### src/rtl/tk_pkg.sv
package tk_pkg;
    typedef enum logic [1:0] {
        UPD_IDLE  = 2'd0,
        UPD_WARN  = 2'd1,
        UPD_APPLY = 2'd2
    } upd_state_t;

    localparam int ADDR_W    = 4;
    localparam int DATA_W    = 8;
    localparam int A_STATUS  = 0;
    localparam int A_CTRL    = 1;
    localparam int A_RATE    = 2;
    localparam int A_ALM     = 4;

    localparam int ST_OSF = 7;
    localparam int ST_UIP = 6;
    localparam int ST_PF  = 1;
    localparam int ST_AF  = 0;
endpackage

### src/rtl/tk_upd_seq.sv
module tk_upd_seq
    import tk_pkg::*;
#(
    parameter int UIP_CYC = 12000
) (
    input  logic clk,
    input  logic rst_n,
    input  logic step_req,
    output logic uip,
    output logic upd_fire
);
    localparam int CNT_W = $clog2(UIP_CYC + 1);

    upd_state_t state_q, state_d;
    logic [CNT_W-1:0] cnt_q;
    logic pend_q;

    always_comb begin
        state_d = state_q;
        unique case (state_q)
            UPD_IDLE:  if (step_req) state_d = UPD_WARN;
            UPD_WARN:  if (cnt_q == CNT_W'(UIP_CYC - 1)) state_d = UPD_APPLY;
            UPD_APPLY: state_d = (pend_q || step_req) ? UPD_WARN : UPD_IDLE;
            default:   state_d = UPD_IDLE;
        endcase
    end

    always_ff @(posedge clk or negedge rst_n) begin
        if (!rst_n) begin
            state_q <= UPD_IDLE;
            cnt_q   <= '0;
            pend_q  <= 1'b0;
        end else begin
            state_q <= state_d;
            cnt_q   <= (state_q == UPD_WARN && state_d == UPD_WARN) ? cnt_q + 1'b1 : '0;
            if (state_q == UPD_APPLY)
                pend_q <= 1'b0;
            else if (state_q == UPD_WARN && step_req)
                pend_q <= 1'b1;
        end
    end

    always_comb begin
        uip      = 1'b0;
        upd_fire = 1'b0;
        unique case (state_q)
            UPD_IDLE:  ;
            UPD_WARN:  uip = 1'b1;
            UPD_APPLY: upd_fire = 1'b1;
            default:   ;
        endcase
    end
endmodule

### src/rtl/tk_rate_pick.sv
module tk_rate_pick #(
    parameter int NUM_TAPS = 7,
    parameter int SEL_W    = $clog2(NUM_TAPS + 1)
) (
    input  logic                clk,
    input  logic                rst_n,
    input  logic [NUM_TAPS-1:0] taps,
    input  logic [SEL_W-1:0]    sel,
    output logic                evt
);
    logic [NUM_TAPS-1:0] taps_q;
    logic [NUM_TAPS-1:0] rise;

    always_ff @(posedge clk or negedge rst_n) begin
        if (!rst_n) taps_q <= '0;
        else        taps_q <= taps;
    end

    assign rise = taps & ~taps_q;

    always_comb begin
        evt = 1'b0;
        for (int i = 0; i < NUM_TAPS; i++)
            if (int'(sel) == i + 1) evt = rise[i];
    end
endmodule

### src/rtl/tk_flag_cell.sv
module tk_flag_cell #(
    parameter logic RST_VAL = 1'b0
) (
    input  logic clk,
    input  logic rst_n,
    input  logic set_evt,
    input  logic clr,
    output logic flag
);
    always_ff @(posedge clk or negedge rst_n) begin
        if (!rst_n) flag <= RST_VAL;
        else        flag <= (flag & ~clr) | set_evt;
    end
endmodule

### src/rtl/tk_status_irq.sv
module tk_status_irq
    import tk_pkg::*;
#(
    parameter int CLK_KHZ  = 200000,
    parameter int SAFE_US  = 60,
    parameter int NUM_TAPS = 7,
    parameter int SEC_W    = 32
) (
    input  logic                clk,
    input  logic                rst_n,
    input  logic [ADDR_W-1:0]   addr,
    input  logic [DATA_W-1:0]   wdata,
    input  logic                wr_en,
    input  logic                rd_en,
    output logic [DATA_W-1:0]   rdata,
    input  logic                osc_run,
    input  logic                step_req,
    input  logic [NUM_TAPS-1:0] rate_taps,
    input  logic [SEC_W-1:0]    sec_count,
    output logic                upd_fire,
    output logic                irq_n
);
    localparam int UIP_CYC   = (CLK_KHZ * SAFE_US) / 1000;
    localparam int SEL_W     = $clog2(NUM_TAPS + 1);
    localparam int ALM_BYTES = SEC_W / 8;

    logic status_wr;
    logic osf_q, pf_q, af_q, uip;
    logic per_evt, alm_evt, match, match_q;
    logic aie_q, pie_q;
    logic [SEL_W-1:0] sel_q;
    logic [SEC_W-1:0] alarm_q;
    logic [DATA_W-1:0] rd_mux;

    assign status_wr = wr_en && (addr == ADDR_W'(A_STATUS));

    always_ff @(posedge clk or negedge rst_n) begin
        if (!rst_n) begin
            aie_q <= 1'b0;
            pie_q <= 1'b0;
            sel_q <= '0;
        end else if (wr_en) begin
            if (addr == ADDR_W'(A_CTRL)) begin
                aie_q <= wdata[0];
                pie_q <= wdata[1];
            end
            if (addr == ADDR_W'(A_RATE)) sel_q <= wdata[SEL_W-1:0];
        end
    end

    for (genvar b = 0; b < ALM_BYTES; b++) begin : g_alm
        always_ff @(posedge clk or negedge rst_n) begin
            if (!rst_n)
                alarm_q[b*8 +: 8] <= '0;
            else if (wr_en && addr == ADDR_W'(A_ALM + b))
                alarm_q[b*8 +: 8] <= wdata;
        end
    end

    assign match = (sec_count == alarm_q);
    always_ff @(posedge clk or negedge rst_n) begin
        if (!rst_n) match_q <= 1'b1;
        else        match_q <= match;
    end
    assign alm_evt = match & ~match_q;

    tk_upd_seq #(.UIP_CYC(UIP_CYC)) u_seq (
        .clk(clk), .rst_n(rst_n), .step_req(step_req),
        .uip(uip), .upd_fire(upd_fire)
    );

    tk_rate_pick #(.NUM_TAPS(NUM_TAPS), .SEL_W(SEL_W)) u_rate (
        .clk(clk), .rst_n(rst_n), .taps(rate_taps), .sel(sel_q), .evt(per_evt)
    );

    tk_flag_cell #(.RST_VAL(1'b1)) u_osf (
        .clk(clk), .rst_n(rst_n), .set_evt(~osc_run), .clr(status_wr), .flag(osf_q)
    );
    tk_flag_cell #(.RST_VAL(1'b0)) u_pf (
        .clk(clk), .rst_n(rst_n), .set_evt(per_evt), .clr(status_wr), .flag(pf_q)
    );
    tk_flag_cell #(.RST_VAL(1'b0)) u_af (
        .clk(clk), .rst_n(rst_n), .set_evt(alm_evt), .clr(status_wr), .flag(af_q)
    );

    assign irq_n = ~((pf_q & pie_q) | (af_q & aie_q));

    always_comb begin
        rd_mux = '0;
        if (addr == ADDR_W'(A_STATUS)) begin
            rd_mux[ST_OSF] = osf_q;
            rd_mux[ST_UIP] = uip;
            rd_mux[ST_PF]  = pf_q;
            rd_mux[ST_AF]  = af_q;
        end else if (addr == ADDR_W'(A_CTRL)) begin
            rd_mux[1:0] = {pie_q, aie_q};
        end else if (addr == ADDR_W'(A_RATE)) begin
            rd_mux[SEL_W-1:0] = sel_q;
        end else begin
            for (int b = 0; b < ALM_BYTES; b++)
                if (addr == ADDR_W'(A_ALM + b)) rd_mux = alarm_q[b*8 +: 8];
        end
    end

    always_ff @(posedge clk or negedge rst_n) begin
        if (!rst_n)     rdata <= '0;
        else if (rd_en) rdata <= rd_mux;
    end
endmodule

### config.mk
export PLATFORM = sky130hd
export DESIGN_NAME = tk_status_irq
export DESIGN_NICKNAME = d
export VERILOG_FILES = /design/src/rtl/tk_pkg.sv /design/src/rtl/tk_upd_seq.sv /design/src/rtl/tk_rate_pick.sv /design/src/rtl/tk_flag_cell.sv /design/src/rtl/tk_status_irq.sv
export SDC_FILE = /design/constraint.sdc
export NUM_CORES = 1
export LEC_CHECK = 0
export CORE_AREA = 2 2 129 131
export DETAILED_ROUTE_END_ITERATION = 10
export DIE_AREA = 0 0 131 133
export DONT_BUFFER_PORTS = 1
export GPL_TIMING_DRIVEN = 0
export SYNTH_ARGS = -nofsm -noshare
export SYNTH_HDL_FRONTEND = slang
export SYNTH_SLANG_ARGS = --single-unit
### constraint.sdc
create_clock -name clk -period 1.91 [get_ports clk]
set_input_delay 0.191 -clock clk [delete_from_list [all_inputs] [get_ports clk]]
set_output_delay 0.191 -clock clk [all_outputs]
set_load 0.02 [all_outputs]
==> impl_metrics.prom, run 1 <==
# TYPE chip_impl_metric gauge
chip_impl_info{name="outcome",value="finished with violations"} 1
chip_impl_info{name="failed_checks",value="negative hold slack"} 1
chip_impl_metric{name="max_slew.worst_pin.slew",unit="ns"} 0.565
chip_impl_metric{name="period_share",unit="%"} 90.1
chip_impl_info{name="ctsRootBufferMaster",value="sky130_fd_sc_hd__clkbuf_16"} 1
chip_impl_metric{name="layout_min_cycle_time",unit="ns"} 1.72
chip_impl_metric{name="finalNonFillerCells",unit=""} 558
chip_impl_metric{name="firstDrtPassIters",unit=""} 4
chip_impl_metric{name="cp.arrival",unit="ns"} 1.94
chip_impl_info{name="r2r_start",value="u_seq.cnt_q[0]"} 1
chip_impl_info{name="tritoncts_clock_tree",value="done"} 1
chip_impl_metric{name="tritoncts.num_buffers",unit=""} 9
chip_impl_info{name="critical-path-slowest-cell",value="sky130_fd_sc_hd__dfrtp_1"} 1
chip_impl_metric{name="layout-drive-gt1-share",unit="%"} 21.9
chip_impl_metric{name="r2r.worst_path.cells",unit=""} 6
chip_impl_metric{name="setup_ws",unit="ns"} 0.189
chip_impl_info{name="synth_largest_area_cell",value="sky130_fd_sc_hd__dfrtp_1"} 1
chip_impl_metric{name="post_synthesis_instance_total",unit=""} 305
chip_impl_metric{name="timing.clock.skew",unit="ns"} 0.00698
chip_impl_info{name="setup.worst_path.end_class",value="flop"} 1
chip_impl_metric{name="worst_ep_required_time",unit="ns"} 2.12
chip_impl_info{name="synth_top_cells_by_area",value="sky130_fd_sc_hd__dfrtp_1 49%, sky130_fd_sc_hd__mux2_2 12%, sky130_fd_sc_hd__xor2_1 9.0%, sky130_fd_sc_hd__mux4_2 3.8%, sky130_fd_sc_hd__nor2_1 2.0%"} 1
chip_impl_metric{name="clock_sinks",unit=""} 73
chip_impl_metric{name="die_x",unit="um"} 131
chip_impl_info{name="leading_cell_type_by_number_of_instances_after_synthesis",value="sky130_fd_sc_hd__dfrtp_1"} 1
chip_impl_metric{name="detailroute.via_count",unit=""} 2454
chip_impl_metric{name="grt_pass1_vias",unit=""} 2581
chip_impl_info{name="critical_path_class",value="reg -> reg"} 1
chip_impl_metric{name="netlist_area",unit="sq um"} 3590
chip_impl_metric{name="clock.fmax",unit="MHz"} 581
chip_impl_metric{name="synth.yosys.warnings",unit=""} 0
chip_impl_metric{name="nFillCells",unit=""} 1655
chip_impl_metric{name="power.ir.vdd_worst",unit="V"} 0.000347
chip_impl_metric{name="die_height",unit="um"} 133
chip_impl_metric{name="power_leakage",unit="uW"} 0.00180
chip_impl_metric{name="total_power",unit="uW"} 4400
chip_impl_metric{name="setup-tns-final",unit="ns"} 0
chip_impl_metric{name="core_area",unit="sq um"} 16200
chip_impl_metric{name="area_taken_by_multi_input_logic_gates",unit="sq um"} 1680
chip_impl_metric{name="globalplace.congestion",unit=""} 0.784
chip_impl_metric{name="synth.top_cell.area_share",unit="%"} 49.4
chip_impl_metric{name="critical-path-max-stage-delay",unit="ns"} 0.38
chip_impl_metric{name="pin_count",unit=""} 67
chip_impl_metric{name="place_hpwl",unit="mm"} 6.88
chip_impl_metric{name="wire_length_of_the_first_global_routing_pass",unit="mm"} 14.5
chip_impl_info{name="grt_setup_unrepaired",value="false"} 1
chip_impl_info{name="min_path_type",value="in -> async"} 1
chip_impl_metric{name="port_buffers",unit=""} 0
chip_impl_metric{name="syn2layout_area_growth",unit="%"} 21.3
chip_impl_metric{name="power_density",unit="nW/um^2"} 1010
chip_impl_info{name="destination_of_the_worst_register_to_register_timing_path",value="u_seq.cnt_q[11]"} 1
chip_impl_metric{name="num-nets-final",unit=""} 391
chip_impl_metric{name="gr-total-overflow",unit=""} 0
chip_impl_metric{name="largest_net_degree_at_the_start_of_global_routing",unit=""} 74
chip_impl_info{name="synth_ff_type",value="sky130_fd_sc_hd__dfrtp_1"} 1
chip_impl_metric{name="clk_pin_slew_worst_paths",unit="ns"} 0.06
chip_impl_metric{name="finalMaxSlewViolations",unit=""} 0
chip_impl_info{name="synth_common_cells",value="71 x sky130_fd_sc_hd__dfrtp_1, 39 x sky130_fd_sc_hd__mux2_2, 37 x sky130_fd_sc_hd__xor2_1"} 1
chip_impl_metric{name="final-hold-violation-count",unit=""} 73
chip_impl_metric{name="synthesis.nets",unit=""} 363
chip_impl_metric{name="htreeDepth",unit=""} 3
chip_impl_info{name="critPathLaunchType",value="flop"} 1
chip_impl_metric{name="wirelength",unit="mm"} 9.35
chip_impl_metric{name="postSynthAreaPerCell",unit="sq um"} 11.8
chip_impl_metric{name="distinct_cell_type_count_of_the_synthesized_netlist",unit=""} 41
chip_impl_metric{name="insertedDiodeCount",unit=""} 0
chip_impl_metric{name="die_area",unit="sq um"} 17400
chip_impl_metric{name="grt_antenna_before_repair",unit=""} 0
chip_impl_info{name="critical_path.cell_chain",value="ha_1 -> and4_1 -> nand4_1 -> nand2b_1 -> buf_2 -> nor2_1"} 1
chip_impl_metric{name="synth-edff-count",unit=""} 0
chip_impl_metric{name="final-setup-viol-count",unit=""} 0
chip_impl_metric{name="r2r_setup_slack",unit="ns"} 0.19
chip_impl_metric{name="initial_core_util",unit="%"} 22.2
chip_impl_metric{name="wl_per_cell",unit="um"} 16.8
chip_impl_metric{name="cts_hold_buffers",unit=""} 17
chip_impl_metric{name="drt_drc_violations_left",unit=""} 0
chip_impl_metric{name="post-place-ws",unit="ns"} 0.207
chip_impl_metric{name="vias_per_cell",unit=""} 4.40
chip_impl_metric{name="ff_latch_area",unit="sq um"} 1830
chip_impl_metric{name="postSynth.asyncResetShare",unit="%"} 100
chip_impl_metric{name="synth-seq-area-share",unit="%"} 50.9
chip_impl_metric{name="clock_insertion_delay_at_the_later_pin_of_the_skew_report",unit="ns"} 0.34
chip_impl_metric{name="placed_cells",unit=""} 525
chip_impl_metric{name="relSlewSlack",unit="%"} 62.3
chip_impl_metric{name="cp_max_fo",unit=""} 10
chip_impl_metric{name="clock_path_buffers",unit=""} 2
chip_impl_metric{name="final.hold.worst_slack",unit="ns"} -0.446
chip_impl_metric{name="antenna_violating_nets_post_route",unit=""} 0
chip_impl_metric{name="max_cap_viol_count",unit=""} 0
chip_impl_metric{name="fp-row-count",unit=""} 47
chip_impl_metric{name="detail_route.iter0.violations",unit=""} 107
chip_impl_metric{name="yosys_register_bits",unit=""} 73
chip_impl_metric{name="total_global_route_track_usage",unit="%"} 11.4
[critical path: cells and delay by family, from the launching register on]
| kind | cells | cell delay, ns |
|---|---|---|
| adder cells (fa/ha/maj) | 1 | 0.21 |
| buffers and inverters | 1 | 0.25 |
| flip-flops | 1 | 0.38 |
| AND/OR/NAND/NOR | 4 | 0.75 |
[metal layers]
layer	vias to the layer above	wire, um	part of all wire [%]	GRT usage (%)
li1	1151	-	-	-
met1	1237	3800	41	13.0
met2	50	4290	46	16.8
met3	16	991	11	6.43
met4	0	267	2.9	5.91
met5	-	0	0	0
[cell usage in the layout, fill, tap and decap left out, drive strengths merged, types with 3 or more instances in the layout]
cell / n
o22ai: 3
dlygate4sd3: 17
dfrtp: 71
clkbuf: 12
buf: 5
o211ai: 5
nor4: 11
nand2: 16
xnor2: 7
nand4: 7
nor2b: 5
mux4: 6
nand3: 10
inv: 12
o21ai: 7
nand2b: 5
a21oi: 7
nor2: 21
nor3: 3
mux2: 39
clkinv: 4
xor2: 37
[stage by stage]
step           utilization, %  area (sq um)  hold WS [ns]
2_1_floorplan               -          3590        -0.105
3_3_place_gp             23.9          3870       -0.0997
3_5_place_dp             23.9          3870        -0.100
4_1_cts                  27.0          4360        -0.462
5_1_grt                  27.0          4360        -0.467
6_report                 27.0          4360        -0.446
[cell families after synthesis]
family,count (synthesis),synth area share (%)
xor gates and xnor gates,44,10.7
and+or+nand+nor,89,13.5
adders and majority gates,1,0.348
DFF,73,50.9
buffers and inverters,20,2.30
muxes,47,16.5
AOI/OAI and AO/OA,31,5.67
[flip-flops by register name (all words and copies together), names as in the netlist]
signal	cells
pie_q	1
u_seq.pend_q	1
alarm_q	32
u_af.flag	1
u_pf.flag	1
u_seq.cnt_q	14
aie_q	1
sel_q	3
u_seq.state_q	2
u_osf.flag	1
u_rate.taps_q	7
match_q	1
rdata	8
[cell type report]
| class | instances | area share [%] |
|---|---|---|
| Sequential cell | 73 | 42.0 |
| Multi-Input combinational cell | 212 | 38.6 |
| Tap cell | 220 | 6.31 |
| Clock buffer | 9 | 5.16 |
| Timing Repair Buffer | 17 | 3.90 |
| Clock inverter | 7 | 2.18 |
| Inverter | 12 | 1.03 |
| Buffer | 8 | 0.861 |
[power breakdown]
group / total [uW] / switching [uW] / internal, uW / leakage [uW]
Clock: 1800 / 658 / 1140 / 0.000155
Combinational: 604 / 242 / 362 / 0.000741
Sequential: 2000 / 236 / 1760 / 0.000900
Total: 4400 / 1140 / 3260 / 0.00180
[how the worst max path moves through the flow]
stage,end,depth (start not counted),from,slack [ns]
finish,u_seq.cnt_q[11],6,u_seq.cnt_q[0],0.19
global route,u_seq.cnt_q[10],6,u_seq.cnt_q[0],0.01
CTS,u_af.flag,4,alarm_q[16],0.18
detailed placement,u_seq.cnt_q[10],6,u_seq.cnt_q[0],0.21
global placement,u_seq.cnt_q[10],6,u_seq.cnt_q[0],0.20
floorplan,u_seq.cnt_q[10],6,u_seq.cnt_q[0],0.47
[repair_timing]
action	in CTS	in global routing
hold endpoints to repair	113	73
buffers inserted	0	0
gates resized for setup	0	0
No activity file was read; power rests on OpenSTA's default activity.
==> run 2: changes to the inputs <==
clock period = 1.4 ns   (was 1.91 ns; I/O delays follow)
==> impl_metrics.prom, run 2 (synthesis results as in run 1) <==
# TYPE chip_impl_metric gauge
chip_impl_metric{name="wl_per_cell",unit="um"} 16.8
chip_impl_info{name="layout.cells.most_common",value="sky130_fd_sc_hd__dfrtp_1"} 1
chip_impl_metric{name="clock_insertion_delay_at_the_later_pin_of_the_skew_report",unit="ns"} 0.33
chip_impl_metric{name="setup-tns-final",unit="ns"} -0.139
chip_impl_metric{name="htreeDepth",unit=""} 3
chip_impl_info{name="setup.worst_path.end_class",value="flop"} 1
chip_impl_info{name="outcome",value="finished with violations"} 1
chip_impl_info{name="critical_path.cell_chain",value="xor2_1 -> nor4_2 -> nand4_1 -> o41ai_2"} 1
chip_impl_metric{name="die_height",unit="um"} 133
chip_impl_metric{name="pin_count",unit=""} 67
chip_impl_metric{name="cts_hold_buffers",unit=""} 18
chip_impl_info{name="tritoncts_clock_tree",value="done"} 1
chip_impl_metric{name="finalMaxSlewViolations",unit=""} 0
chip_impl_metric{name="critical_path.n_buffers_inverters",unit=""} 0
chip_impl_metric{name="wire_length_of_the_first_global_routing_pass",unit="mm"} 14.7
chip_impl_metric{name="worst_ep_required_time",unit="ns"} 1.63
chip_impl_metric{name="final-hold-violation-count",unit=""} 73
chip_impl_metric{name="place_hpwl",unit="mm"} 6.80
chip_impl_metric{name="drt_drc_violations_left",unit=""} 0
chip_impl_metric{name="final-setup-viol-count",unit=""} 11
chip_impl_metric{name="layout-drive-gt1-share",unit="%"} 32.6
chip_impl_info{name="ctsRootBufferMaster",value="sky130_fd_sc_hd__clkbuf_16"} 1
chip_impl_metric{name="max_cap_viol_count",unit=""} 0
chip_impl_metric{name="max_slew.worst_pin.slew",unit="ns"} 0.591
chip_impl_metric{name="die_x",unit="um"} 131
chip_impl_info{name="min_path_type",value="in -> async"} 1
chip_impl_metric{name="clock.fmax",unit="MHz"} 684
chip_impl_metric{name="initial_core_util",unit="%"} 22.2
chip_impl_metric{name="grt_pass1_vias",unit=""} 2668
chip_impl_metric{name="layout_min_cycle_time",unit="ns"} 1.46
chip_impl_info{name="critical-path-slowest-cell",value="sky130_fd_sc_hd__dfrtp_1"} 1
chip_impl_metric{name="critical-path-max-stage-delay",unit="ns"} 0.40
chip_impl_metric{name="clk_pin_slew_worst_paths",unit="ns"} 0.06
chip_impl_info{name="mostFrequentLayoutCells",value="67 x sky130_fd_sc_hd__dfrtp_1, 39 x sky130_fd_sc_hd__mux2_2, 37 x sky130_fd_sc_hd__xor2_1"} 1
chip_impl_metric{name="globalplace.congestion",unit=""} 0.825
chip_impl_metric{name="die_area",unit="sq um"} 17400
chip_impl_metric{name="power_density",unit="nW/um^2"} 1320
chip_impl_metric{name="insertedDiodeCount",unit=""} 0
chip_impl_metric{name="placed_cells",unit=""} 525
chip_impl_metric{name="largest_reg_flops",unit=""} 32
chip_impl_metric{name="finalNonFillerCells",unit=""} 576
chip_impl_metric{name="syn2layout_area_growth",unit="%"} 29.3
chip_impl_metric{name="ff_latch_area",unit="sq um"} 1830
chip_impl_metric{name="antenna_violating_nets_post_route",unit=""} 0
chip_impl_metric{name="wirelength",unit="mm"} 9.70
chip_impl_metric{name="fp-row-count",unit=""} 47
chip_impl_info{name="critPathLaunchType",value="flop"} 1
chip_impl_metric{name="utilization",unit="%"} 28.8
chip_impl_metric{name="cp.arrival",unit="ns"} 1.69
chip_impl_metric{name="total_global_route_track_usage",unit="%"} 11.3
chip_impl_metric{name="num-nets-final",unit=""} 409
chip_impl_metric{name="timing.clock.skew",unit="ns"} 0.00585
chip_impl_metric{name="clock_sinks",unit=""} 73
chip_impl_metric{name="firstDrtPassIters",unit=""} 4
chip_impl_metric{name="power.ir.vdd_worst",unit="V"} 0.000526
chip_impl_metric{name="relSlewSlack",unit="%"} 60.6
chip_impl_info{name="critical_path_class",value="reg -> reg"} 1
chip_impl_metric{name="setup_ws",unit="ns"} -0.0613
chip_impl_metric{name="final.hold.worst_slack",unit="ns"} -0.491
chip_impl_info{name="grt_setup_unrepaired",value="true"} 1
chip_impl_metric{name="vias_per_cell",unit=""} 4.46
chip_impl_metric{name="tritoncts.num_buffers",unit=""} 9
chip_impl_info{name="regMostFlops",value="alarm_q"} 1
chip_impl_metric{name="detailroute.via_count",unit=""} 2567
chip_impl_metric{name="cp_max_fo",unit=""} 2
chip_impl_metric{name="area_taken_by_multi_input_logic_gates",unit="sq um"} 1800
chip_impl_metric{name="gr-total-overflow",unit=""} 0
chip_impl_info{name="reg_top3",value="alarm_q (32), u_seq.cnt_q (14), rdata (8)"} 1
chip_impl_metric{name="power_leakage",unit="uW"} 0.00190
chip_impl_info{name="failed_checks",value="negative hold slack, negative setup slack"} 1
chip_impl_info{name="cp_top_family",value="simple AND/OR/NAND/NOR gates"} 1
chip_impl_metric{name="grt_antenna_before_repair",unit=""} 0
chip_impl_metric{name="period_share",unit="%"} 104
chip_impl_metric{name="nFillCells",unit=""} 1631
chip_impl_metric{name="r2r_setup_slack",unit="ns"} -0.06
chip_impl_metric{name="detail_route.iter0.violations",unit=""} 124
chip_impl_metric{name="port_buffers",unit=""} 0
chip_impl_metric{name="clock_path_buffers",unit=""} 2
chip_impl_metric{name="core_area",unit="sq um"} 16200
chip_impl_metric{name="largest_net_degree_at_the_start_of_global_routing",unit=""} 74
run 2: cell types whose count changed in the layout (fill, tap and decap cells not counted), moves of 2 or more:
| cell | change |
|---|---|
| sky130_fd_sc_hd__dfrtp_2 | +4 |
| sky130_fd_sc_hd__a21oi_1 | -2 |
| sky130_fd_sc_hd__a21oi_2 | +2 |
| sky130_fd_sc_hd__nor4_2 | +5 |
| sky130_fd_sc_hd__buf_4 | +14 |
| sky130_fd_sc_hd__clkinv_4 | -2 |
| sky130_fd_sc_hd__nor4_1 | -6 |
| sky130_fd_sc_hd__nor2_2 | +8 |
| sky130_fd_sc_hd__clkbuf_8 | +2 |
| sky130_fd_sc_hd__buf_6 | +5 |
| sky130_fd_sc_hd__nor2_1 | -8 |
| sky130_fd_sc_hd__dfrtp_1 | -4 |
run 2: repair_timing:
action,in CTS,in global routing
buffers inserted,8,9
resized for setup,14,22
endpoints found under the hold margin,121,73
pin swaps,13,13
cloned,1,0
endpoints found under the setup margin,17,19
run 2: final timing paths:
path	start	end	cells after the start
setup / recovery	alarm_q[18]	u_af.flag	4
hold / removal	rst_n	u_seq.state_q[0]	0
setup reg to reg	alarm_q[18]	u_af.flag	4
hold reg to reg	u_osf.flag	u_osf.flag	2
max in group asynchronous	rst_n	match_q	0
min in group clk	rd_en	rdata[7]	2
run 2: layout make-up:
class,count,share of cell area (%)
plain buffers,7,0.834
clock buffers,12,5.52
clock inverters,4,1.59
inverters,12,0.969
multi-input cells,212,38.6
flip-flops and latches,73,39.5
well taps,220,5.92
repair buffers,36,7.10
run 2: stage by stage:
| step | total power [uW] | hold WS, ns | instance area (sq um) | setup slack [ns] |
|---|---|---|---|---|
| floorplan | 3310 | -0.156 | 3600 | 0.000212 |
| global placement | 3490 | -0.150 | 3870 | -0.256 |
| detailed placement | 3530 | -0.151 | 3870 | -0.282 |
| CTS | 6170 | -0.502 | 4510 | -0.0887 |
| global route | 6370 | -0.502 | 4650 | -0.128 |
| finish | 6140 | -0.491 | 4650 | -0.0613 |
run 2: worst reg2reg max path, delay by kind of cell, from the launching register on:
kind | cells | cell delay [ns]
and+or+nand+nor | 2 | 0.55
xor gates and xnor gates | 1 | 0.18
DFF | 1 | 0.40
AOI/OAI and AO/OA | 1 | 0.24
run 2: layer usage:
layer	part of all wire (%)	GRT usage (%)
met3	9.4	4.85
met5	0	0
met2	47	17.3
met1	41	13.7
met4	2.4	4.85
run 2: power by group:
group          leakage [uW]  internal, uW  switching [uW]  total [uW]
sequential         0.000895          2400             311        2710
clock              0.000163          1660             859        2520
combinational      0.000846           536             372         908
total               0.00190          4600            1540        6140
